===== src/rtl/sram_ctrl_pkg.sv =====
package sram_ctrl_pkg;

    typedef enum logic [2:0] {
        ST_IDLE   = 3'd0,
        ST_WSETUP = 3'd1,
        ST_WPULSE = 3'd2,
        ST_WRECOV = 3'd3,
        ST_TURN   = 3'd4,
        ST_READ   = 3'd5
    } ctrl_state_e;

    // Round a nanosecond minimum up to whole clock cycles.
    function automatic int ns_to_cycles(input int ns, input int period_ns);
        if (ns <= 0) return 0;
        return (ns + period_ns - 1) / period_ns;
    endfunction

    function automatic int imax(input int a, input int b);
        return (a > b) ? a : b;
    endfunction

endpackage


===== src/rtl/sram_strobe_fsm.sv =====
module sram_strobe_fsm
    import sram_ctrl_pkg::*;
#(
    parameter int ADDR_W      = 19,
    parameter int PULSE_CYC   = 5,
    parameter int DRIVE_DELAY = 2,
    parameter int RECOV_CYC   = 1,
    parameter int READ_CYC    = 6
) (
    input  logic              clk,
    input  logic              rst_n,
    input  logic              req_valid,
    input  logic              req_write,
    input  logic [ADDR_W-1:0] req_addr,
    output logic              req_ready,
    output logic              load_wdata,
    output logic              capture,
    output logic              drive_en,
    output logic [ADDR_W-1:0] mem_addr,
    output logic              mem_sel_n,
    output logic              mem_sel,
    output logic              mem_wr_n,
    output logic              mem_rd_n
);

    localparam int CNT_MAX = imax(imax(PULSE_CYC, RECOV_CYC), READ_CYC);
    localparam int CNT_W   = (CNT_MAX < 2) ? 1 : $clog2(CNT_MAX + 1);

    typedef struct packed {
        ctrl_state_e       st;
        logic [CNT_W-1:0]  cnt;
        logic [ADDR_W-1:0] addr;
        logic              sel_n;
        logic              sel;
        logic              wr_n;
        logic              rd_n;
        logic              drive;
        logic              after_wr;
    } fsm_t;

    localparam fsm_t FSM_RST = '{
        st:       ST_IDLE,
        cnt:      '0,
        addr:     '0,
        sel_n:    1'b1,
        sel:      1'b0,
        wr_n:     1'b1,
        rd_n:     1'b1,
        drive:    1'b0,
        after_wr: 1'b0
    };

    fsm_t q, d;
    logic accept;

    always_comb begin
        d          = q;
        req_ready  = (q.st == ST_IDLE);
        accept     = req_valid && req_ready;
        load_wdata = accept && req_write;
        capture    = (q.st == ST_READ) && (q.cnt == CNT_W'(READ_CYC - 1));

        case (q.st)
            ST_IDLE: begin
                d.after_wr = 1'b0;
                if (accept) begin
                    d.addr = req_addr;
                    d.cnt  = '0;
                    if (req_write) begin
                        d.st    = ST_WSETUP;
                        d.sel_n = 1'b0;
                        d.sel   = 1'b1;
                    end else if (q.after_wr) begin
                        d.st = ST_TURN;
                    end else begin
                        d.st    = ST_READ;
                        d.sel_n = 1'b0;
                        d.sel   = 1'b1;
                        d.rd_n  = 1'b0;
                    end
                end
            end
            ST_WSETUP: begin
                d.st    = ST_WPULSE;
                d.wr_n  = 1'b0;
                d.cnt   = '0;
                d.drive = (DRIVE_DELAY == 0);
            end
            ST_WPULSE: begin
                if (q.cnt == CNT_W'(PULSE_CYC - 1)) begin
                    d.st    = ST_WRECOV;
                    d.wr_n  = 1'b1;
                    d.sel_n = 1'b1;
                    d.sel   = 1'b0;
                    d.drive = 1'b0;
                    d.cnt   = '0;
                end else begin
                    d.cnt   = q.cnt + 1'b1;
                    d.drive = (int'(q.cnt) + 1 >= DRIVE_DELAY);
                end
            end
            ST_WRECOV: begin
                if (q.cnt == CNT_W'(RECOV_CYC - 1)) begin
                    d.st       = ST_IDLE;
                    d.cnt      = '0;
                    d.after_wr = 1'b1;
                end else begin
                    d.cnt = q.cnt + 1'b1;
                end
            end
            ST_TURN: begin
                d.st    = ST_READ;
                d.sel_n = 1'b0;
                d.sel   = 1'b1;
                d.rd_n  = 1'b0;
                d.cnt   = '0;
            end
            ST_READ: begin
                if (capture) begin
                    d.st    = ST_IDLE;
                    d.sel_n = 1'b1;
                    d.sel   = 1'b0;
                    d.rd_n  = 1'b1;
                    d.cnt   = '0;
                end else begin
                    d.cnt = q.cnt + 1'b1;
                end
            end
            default: d = FSM_RST;
        endcase
    end

    always_ff @(posedge clk or negedge rst_n) begin
        if (!rst_n) q <= FSM_RST;
        else        q <= d;
    end

    assign mem_addr  = q.addr;
    assign mem_sel_n = q.sel_n;
    assign mem_sel   = q.sel;
    assign mem_wr_n  = q.wr_n;
    assign mem_rd_n  = q.rd_n;
    assign drive_en  = q.drive;

    // the write strobe only falls inside an active chip-select window
    p_wr_in_sel_r2: assert property (@(posedge clk) disable iff (!rst_n)
        !q.wr_n |-> (!q.sel_n && q.sel));

    // address frozen while the write strobe is low
    p_addr_hold_r2: assert property (@(posedge clk) disable iff (!rst_n)
        !q.wr_n |-> $stable(q.addr));

    // read strobe never overlaps the write strobe
    p_rd_wr_excl_r5: assert property (@(posedge clk) disable iff (!rst_n)
        !q.rd_n |-> q.wr_n);

    // no handshake while the write strobe is active
    p_busy_in_write_r6: assert property (@(posedge clk) disable iff (!rst_n)
        !q.wr_n |-> !req_ready);

    // the read strobe falls only after three cycles of write strobe high
    p_rd_gap_r7: assert property (@(posedge clk) disable iff (!rst_n)
        $fell(q.rd_n) |-> ($past(q.wr_n) && $past(q.wr_n, 2) && $past(q.wr_n, 3)));

endmodule


===== src/rtl/sram_dq_path.sv =====
module sram_dq_path #(
    parameter int DATA_W = 8
) (
    input  logic              clk,
    input  logic              rst_n,
    input  logic              load_wdata,
    input  logic [DATA_W-1:0] req_wdata,
    input  logic              drive_en,
    input  logic              capture,
    input  logic [DATA_W-1:0] mem_din,
    output logic [DATA_W-1:0] mem_dout,
    output logic              mem_dout_en,
    output logic [DATA_W-1:0] rsp_rdata,
    output logic              rsp_valid
);

    typedef struct packed {
        logic [DATA_W-1:0] wdata;
        logic [DATA_W-1:0] rdata;
        logic              done;
    } dp_t;

    dp_t q, d;

    always_comb begin
        d      = q;
        d.done = capture;
        if (load_wdata) d.wdata = req_wdata;
        if (capture)    d.rdata = mem_din;
    end

    always_ff @(posedge clk or negedge rst_n) begin
        if (!rst_n) q <= '0;
        else        q <= d;
    end

    assign mem_dout    = q.wdata;
    assign mem_dout_en = drive_en;
    assign rsp_rdata   = q.rdata;
    assign rsp_valid   = q.done;

    // response valid lasts a single cycle
    p_done_single_r5: assert property (@(posedge clk) disable iff (!rst_n)
        q.done |=> !q.done);

    // read data changes only on the cycle a response is presented
    p_rdata_hold_r9: assert property (@(posedge clk) disable iff (!rst_n)
        !q.done |-> $stable(q.rdata));

endmodule


===== src/rtl/sram_async_ctrl.sv =====
module sram_async_ctrl
    import sram_ctrl_pkg::*;
#(
    parameter int ADDR_W          = 19,
    parameter int DATA_W          = 8,
    parameter int CLK_NS          = 10,
    parameter int WR_CYCLE_NS     = 55,
    parameter int WR_STROBE_NS    = 45,
    parameter int ADDR_TO_END_NS  = 50,
    parameter int DATA_SETUP_NS   = 25,
    parameter int RELEASE_NS      = 20,
    parameter int RD_CYCLE_NS     = 55,
    parameter int ADDR_ACCESS_NS  = 55,
    parameter int RD_EN_ACCESS_NS = 30
) (
    input  logic              clk,
    input  logic              rst_n,
    input  logic              req_valid,
    output logic              req_ready,
    input  logic              req_write,
    input  logic [ADDR_W-1:0] req_addr,
    input  logic [DATA_W-1:0] req_wdata,
    output logic              rsp_valid,
    output logic [DATA_W-1:0] rsp_rdata,
    output logic [ADDR_W-1:0] mem_addr,
    output logic              mem_sel_n,
    output logic              mem_sel,
    output logic              mem_wr_n,
    output logic              mem_rd_n,
    output logic [DATA_W-1:0] mem_dout,
    output logic              mem_dout_en,
    input  logic [DATA_W-1:0] mem_din
);

    localparam int WC_C  = ns_to_cycles(WR_CYCLE_NS, CLK_NS);
    localparam int WP_C  = ns_to_cycles(WR_STROBE_NS, CLK_NS);
    localparam int AW_C  = ns_to_cycles(ADDR_TO_END_NS, CLK_NS);
    localparam int DS_C  = ns_to_cycles(DATA_SETUP_NS, CLK_NS);
    localparam int REL_C = ns_to_cycles(RELEASE_NS, CLK_NS);
    localparam int RC_C  = ns_to_cycles(RD_CYCLE_NS, CLK_NS);
    localparam int AA_C  = ns_to_cycles(ADDR_ACCESS_NS, CLK_NS);
    localparam int OE_C  = ns_to_cycles(RD_EN_ACCESS_NS, CLK_NS);

    // Strobe must cover its own minimum, address-to-end and release plus data setup.
    localparam int PULSE_C = imax(1, imax(imax(WP_C, AW_C - 1), REL_C + imax(DS_C, 1)));
    // Setup cycle + strobe + recovery must cover the full write cycle.
    localparam int RECOV_C = imax(1, WC_C - PULSE_C - 1);
    localparam int READ_C  = imax(1, imax(imax(RC_C, AA_C), OE_C));

    logic load_wdata;
    logic capture;
    logic drive_en;

    sram_strobe_fsm #(
        .ADDR_W      (ADDR_W),
        .PULSE_CYC   (PULSE_C),
        .DRIVE_DELAY (REL_C),
        .RECOV_CYC   (RECOV_C),
        .READ_CYC    (READ_C)
    ) i_fsm (
        .clk        (clk),
        .rst_n      (rst_n),
        .req_valid  (req_valid),
        .req_write  (req_write),
        .req_addr   (req_addr),
        .req_ready  (req_ready),
        .load_wdata (load_wdata),
        .capture    (capture),
        .drive_en   (drive_en),
        .mem_addr   (mem_addr),
        .mem_sel_n  (mem_sel_n),
        .mem_sel    (mem_sel),
        .mem_wr_n   (mem_wr_n),
        .mem_rd_n   (mem_rd_n)
    );

    sram_dq_path #(
        .DATA_W (DATA_W)
    ) i_dq (
        .clk         (clk),
        .rst_n       (rst_n),
        .load_wdata  (load_wdata),
        .req_wdata   (req_wdata),
        .drive_en    (drive_en),
        .capture     (capture),
        .mem_din     (mem_din),
        .mem_dout    (mem_dout),
        .mem_dout_en (mem_dout_en),
        .rsp_rdata   (rsp_rdata),
        .rsp_valid   (rsp_valid)
    );

    // never drive the bus while the memory may drive it
    p_no_contention_r4: assert property (@(posedge clk) disable iff (!rst_n)
        mem_dout_en |-> mem_rd_n);

    // drive only inside the write strobe
    p_drive_in_strobe_r3: assert property (@(posedge clk) disable iff (!rst_n)
        mem_dout_en |-> !mem_wr_n);

    // the driver turns on only after the strobe has already been low
    p_drive_after_release_r3: assert property (@(posedge clk) disable iff (!rst_n)
        $rose(mem_dout_en) |-> $past(!mem_wr_n));

    // a response only appears once the read strobe has been released
    p_rsp_after_read_r5: assert property (@(posedge clk) disable iff (!rst_n)
        rsp_valid |-> (mem_rd_n && $past(!mem_rd_n)));

endmodule


===== config.mk =====
export PLATFORM = sky130hd
export DESIGN_NAME = sram_async_ctrl
export DESIGN_NICKNAME = d
export VERILOG_FILES = /design/src/rtl/sram_ctrl_pkg.sv /design/src/rtl/sram_strobe_fsm.sv /design/src/rtl/sram_dq_path.sv /design/src/rtl/sram_async_ctrl.sv
export SDC_FILE = /design/constraint.sdc
export NUM_CORES = 1
export LEC_CHECK = 0
export BUFFER_PORTS_ARGS = -buffer_cell sky130_fd_sc_hd__clkbuf_2
export CAP_MARGIN = 10
export CORE_ASPECT_RATIO = 1.25
export CORE_MARGIN = 3
export CORE_UTILIZATION = 46
export CTS_BUF_LIST = sky130_fd_sc_hd__clkbuf_8
export CTS_CLUSTER_DIAMETER = 50
export CTS_CLUSTER_SIZE = 8
export DETAILED_ROUTE_END_ITERATION = 12
export GPL_ROUTABILITY_DRIVEN = 1
export PLACE_DENSITY = 0.85
export SLEW_MARGIN = 20
export SYNTH_ARGS = -nofsm -noshare
export SYNTH_HDL_FRONTEND = slang
export SYNTH_SLANG_ARGS = --single-unit

===== constraint.sdc =====
create_clock -name clk -period 1.8 [get_ports clk]
set_clock_uncertainty 0.2 [all_clocks]
set_input_delay 0.36 -clock clk [delete_from_list [all_inputs] [get_ports clk]]
set_output_delay 0.36 -clock clk [all_outputs]
set_load 0.1 [all_outputs]

# Yosys cells after proc, flatten, opt, wreduce, memory -nomap -nowiden
# Index checks and enable logic that the tools add are counted.
# word_totals
regBits,48
output_inout_bits,42
word_cells,76
# classes
n_addsub,2
magnitude_cmp,1
eq_ne,14
n_mux,26
n_bitwise,5
reduce_logical,16
# op_table
op,n
$pmux W19 S2,1
$pmux W6 S6,1
$ge A32 B3 Y1 const B,1
$mux W27,1
$mux W3,8
$eq A3 B3 Y1 const B,4
$pmux W2 S5,1
$reduce_and A5 Y1,2
$reduce_or A4 Y1,2
$mux W1,7
$eq A3 B2 Y1 const B,2
$logic_not A3 Y1,2
$mux W2,3
$ne A2 B1 Y1 const B,3
$ne A2 B2 Y1 const B,3
$reduce_and A2 Y1,3
$not A1 Y1,5
$reduce_or A5 Y1,1
$add A3 B1 Y4 const B,1
$pmux W1 S2,2
$pmux W1 S4,1
$reduce_and A4 Y1,1
$add A3 B1 Y3 const B,1
$eq A3 B1 Y1 const B,1
other kinds (5),7

# Logic depth before layout (Yosys ltp)
# depth
word_depth,4
ltp_mapped,7
mapped_depth_nobuf,6

# Cells and area by module
# A second synthesis with hierarchy kept.
# unflattened
cells_unflattened,221
area_unflattened_um2,2406.1
# by_module_without_submodules
module,instances,cells_each,area_each_um2
sram_strobe_fsm,1,185,1710.4
sram_dq_path,1,36,695.7

# Worst setup path after synthesis
# OpenSTA, ideal clock, no wires.
# synth_timing
kind,register to output
start,register i_fsm.q[30] (netlist name)
end,output req_ready
arrival_ns,1.887
path_slack_ns,-0.647
stages_incl_launch_ff,5
path_cell_list,dfrtp_1 or2_1 buf_2 nor2_1 clkbuf_1
# synth_between
elab_chain_len,1
# synth_rtl
element,line,source
"start, declared",sram_strobe_fsm.sv:53,"fsm_t q, d;"
"start signal, assigned",sram_strobe_fsm.sv:134,if (!rst_n) q <= FSM_RST;
"start signal, assigned",sram_strobe_fsm.sv:135,else q <= d;
$logic_not A3 Y1,sram_strobe_fsm.sv:58,req_ready = (q.st == ST_IDLE);
"end, declared",sram_async_ctrl.sv:19,"output logic req_ready,"
# No other way between the ends.

# Worst setup path after layout
# layout_timing
start,register i_fsm.q[28] (netlist name)
end,register i_fsm.q (netlist bit i_fsm.mem_addr[1])
# layout_between
elab_chain_len,4
# layout_rtl
element,line,source
$eq A3 B1 Y1 (tied with other cells),sram_strobe_fsm.sv:63,case (q.st)
$reduce_or A5 Y1 (no source line) / $logic_and A1 B1 Y1 (equally long branches),n/a,
$not A1 Y1 (no source line) / $ne A2 B1 Y1 (equally long branches),n/a,
$reduce_and A2 Y1 (no source line),n/a,
# Several ways; a longest one is shown, not always the timed one.
# A chain may end at the register's enable or synchronous reset.

==> flow_summary_export.csv <==
group,metric,value,unit
global_routing,grt_first_pass_wirelength,8100,um
synth,synth_top_area_share,48.9,%
routing,drc,0,
synth,netlist_instances,225,
worst_setup_path,critPathRequiredTime,1.83,ns
sta,hold_violations,0,
synth,synth_fp_nets,268,
layout,layout_commonest_cell,"clkbuf_2",
layout,utilization,69.4,%
cts,cts_made_buffers,5,
global_routing,grt_pass1_vias,1792,
worst_setup_path,cp-end-kind,"flip-flop",
routing,ant_nets,0,
floorplanning,core_region_area,4800,um2
layout,drive_gt1_share,55.7,%
worst_setup_path,rr_worst_depth,8,
cts,htree_levels,2,
global_routing,grt.overflow.total,0,
sta,period_minus_slack,1.95,ns
layout,area_growth,44.7,%
layout,final_area,3330,um2
sta,drv_slew,0,
worst_hold_path,holdCritStartpoint,"req_addr[18]",
layout,num_antenna_cells,0,
cts,cts_tree,"built",
synth,postSynthAreaPerCell,10.2,um2
cts,cts_max_path_buffers,2,
cts,clk_latency,0.30,ns
sta,worst_pin_slew,0.568,ns
run_status,violations,"negative setup slack",
synth,syn_area,2300,um2
sta,rsz0062_at_grt,"true",
layout,register_area,1200,um2
floorplanning,core.rowCount,28,
worst_hold_path,hold_path_class,"in2reg",
floorplanning,initial_utilization,48.0,%
worst_hold_path,holdPathStages,3,
sta,worst_slack,-0.146,ns
worst_setup_path,arrival,1.97,ns
sta,finalCritPeriodShare,108,%
sta,fmaxAchievable,514,MHz
routing,wl_per_cell,15.9,um
layout,final_nets,358,
global_routing,grt_max_degree,39,
floorplanning,die_w,69.3,um
floorplanning,fp.dieArea,5890,um2
worst_setup_path,path_class,"reg2reg",
layout,multi_input_area,987,um2
cts,clkSinkCount,48,
synth,yosysTopAreaCell,"dfrtp_1",
worst_setup_path,r2r-start,"i_fsm.q[28]",
place,place_hpwl,3580,um
synth,synth.area.top_cells,"dfrtp_1 49%, mux2_2 8.3%, buf_4 7.2%",
routing,vias,1949,
layout,final_cell_mix,"74 x clkbuf_2, 45 x dfrtp_1, 25 x inv_1",
routing,viasPerCell,5.18,
routing,drt-initial-drc-count,140,
global_routing,grt_usage,17.1,%
synth,ys_warn_count,0,
worst_setup_path,cp_max_fo,10,
sta,setup_violations,22,
routing,dr.pass1.iters,4,
global_routing,antenna_found_initial,0,
place,placed_cell_area,2830,um2
run_status,outcome,"finished with violations",
worst_hold_path,holdPathEnd,"i_fsm.mem_addr[18]",
cts,clkTransAtPathRegs,0.09,ns
synth,synth_cell_type_count,34,
sta,slew_headroom,62.3,%
worst_setup_path,worstReg2RegEnd,"i_fsm.mem_addr[1]",
place,place_congestion,0.823,
layout,fillers,356,
floorplanning,die_y,85.1,um
synth,yosys_register_bits,48,
routing,wl,5980,um
floorplanning,io_pins,81,
cts,clock-root-buffer,"clkbuf_8",
sta,setup_tns,-1.39,ns
flow_run,cap_violations,0,
worst_setup_path,startpoint_type,"flip-flop",
worst_setup_path,r2r_slack,-0.15,ns
synth,yosysSeqAreaShare,52.3,%
place,io_buffers,80,
==> cells in the mapped netlist, drive strengths merged <==
| cell | number |
|---|---|
| dfrtp | 45 |
| buf | 28 |
| inv | 26 |
| o21ai | 24 |
| nand3 | 19 |
| mux2 | 17 |
| a21oi | 9 |
| nand2 | 8 |
| nor2 | 7 |
| o22ai | 5 |
| clkbuf | 4 |
| ha | 4 |
| nand2b | 4 |
| dfstp | 3 |
| nor3 | 3 |
| nor2b | 2 |
| o211ai | 2 |
| o21a | 2 |
| a21bo | 1 |
| a31oi | 1 |
| and2 | 1 |
| and3 | 1 |
| nor3b | 1 |
| o211a | 1 |
| o221ai | 1 |
| o22a | 1 |
| o2bb2a | 1 |
| o2bb2ai | 1 |
| o31ai | 1 |
| or2 | 1 |
| or4b | 1 |
==> layout make-up <==
class                   count  area share, %
repair buffers            115           26.1
flip-flops and latches     48           36.2
clock buffers               6           2.48
clock inverters             2          0.413
multi-input cells         119           29.6
inverters                  26           2.93
well taps                  60           2.25
==> logic make-up after synthesis <==
logic type	count (synthesis)	share of synthesized area [%]
flops	48	52.3
buf+inv	58	13.6
compound gates	50	13.1
simple gates	48	10.4
fa+ha+maj	4	2.17
mux	17	8.32
==> critical path, cell delays in order (launching register included) <==
cell       delay, ns
dfrtp_1         0.39
or2_4           0.27
buf_6           0.12
buf_6           0.11
o31ai_4         0.27
buf_6           0.17
clkbuf_16       0.16
nand3_1         0.09
o21ai_1         0.10
==> routing by layer <==
metal | share of wire (%) | up-vias | track usage, %
met1 | 37 | 933 | 20.4
met3 | 5.5 | 23 | 4.15
li1 | - | 919 | -
met2 | 54 | 74 | 29.5
met5 | 0 | - | 0
met4 | 3.8 | 0 | 6.93
==> repair_timing <==
| action | 4_1_cts | 5_1_grt |
|---|---|---|
| endpoints found under the hold margin | 12 | 0 |
| hold buffers | 1 | 0 |
| buffers inserted | 3 | 6 |
| pin swaps | 1 | 15 |
| resized for setup | 17 | 54 |
| cloned | 1 | 5 |
| setup endpoints to repair | 13 | 34 |
==> state kept, by name (all words and copies together) (netlist names) <==
| name | cells |
|---|---|
| i_dq.rsp_rdata | 8 |
| i_fsm.mem_sel_n | 1 |
| i_fsm.drive_en | 1 |
| i_fsm.mem_wr_n | 1 |
| i_fsm.mem_sel | 1 |
| i_fsm.q | 7 |
| i_dq.rsp_valid | 1 |
| i_fsm.mem_addr | 19 |
| i_dq.mem_dout | 8 |
| i_fsm.mem_rd_n | 1 |
==> worst max-delay path by stage <==
stage / start / end / slack, ns / depth (start not counted)
2_1_floorplan: i_fsm.q[30] / i_dq.mem_dout[0] / 0.0009 / 6
3_3_place_gp: i_fsm.q[26] / i_dq.rsp_rdata[6] / 0.03 / 6
3_5_place_dp: i_fsm.q[26] / i_dq.rsp_rdata[6] / -0.04 / 6
4_1_cts: i_fsm.q[30] / req_ready / -0.07 / 4
5_1_grt: i_fsm.q[28] / i_fsm.mem_addr[1] / -0.21 / 8
6_report: i_fsm.q[28] / i_fsm.mem_addr[1] / -0.15 / 8
==> metrics by stage <==
stage	hold WS, ns	setup WS [ns]	cells
finish	0.0679	-0.146	376
global route	0.0721	-0.209	376
CTS	0.0792	-0.0728	365
detailed placement	0.0929	-0.0359	352
global placement	0.0882	0.0273	352
floorplan	-0.136	0.000931	225
Power is left out: the tool's default activity adds up to more than one toggle a clock period on the data nets, which glitch-free logic cannot reach.
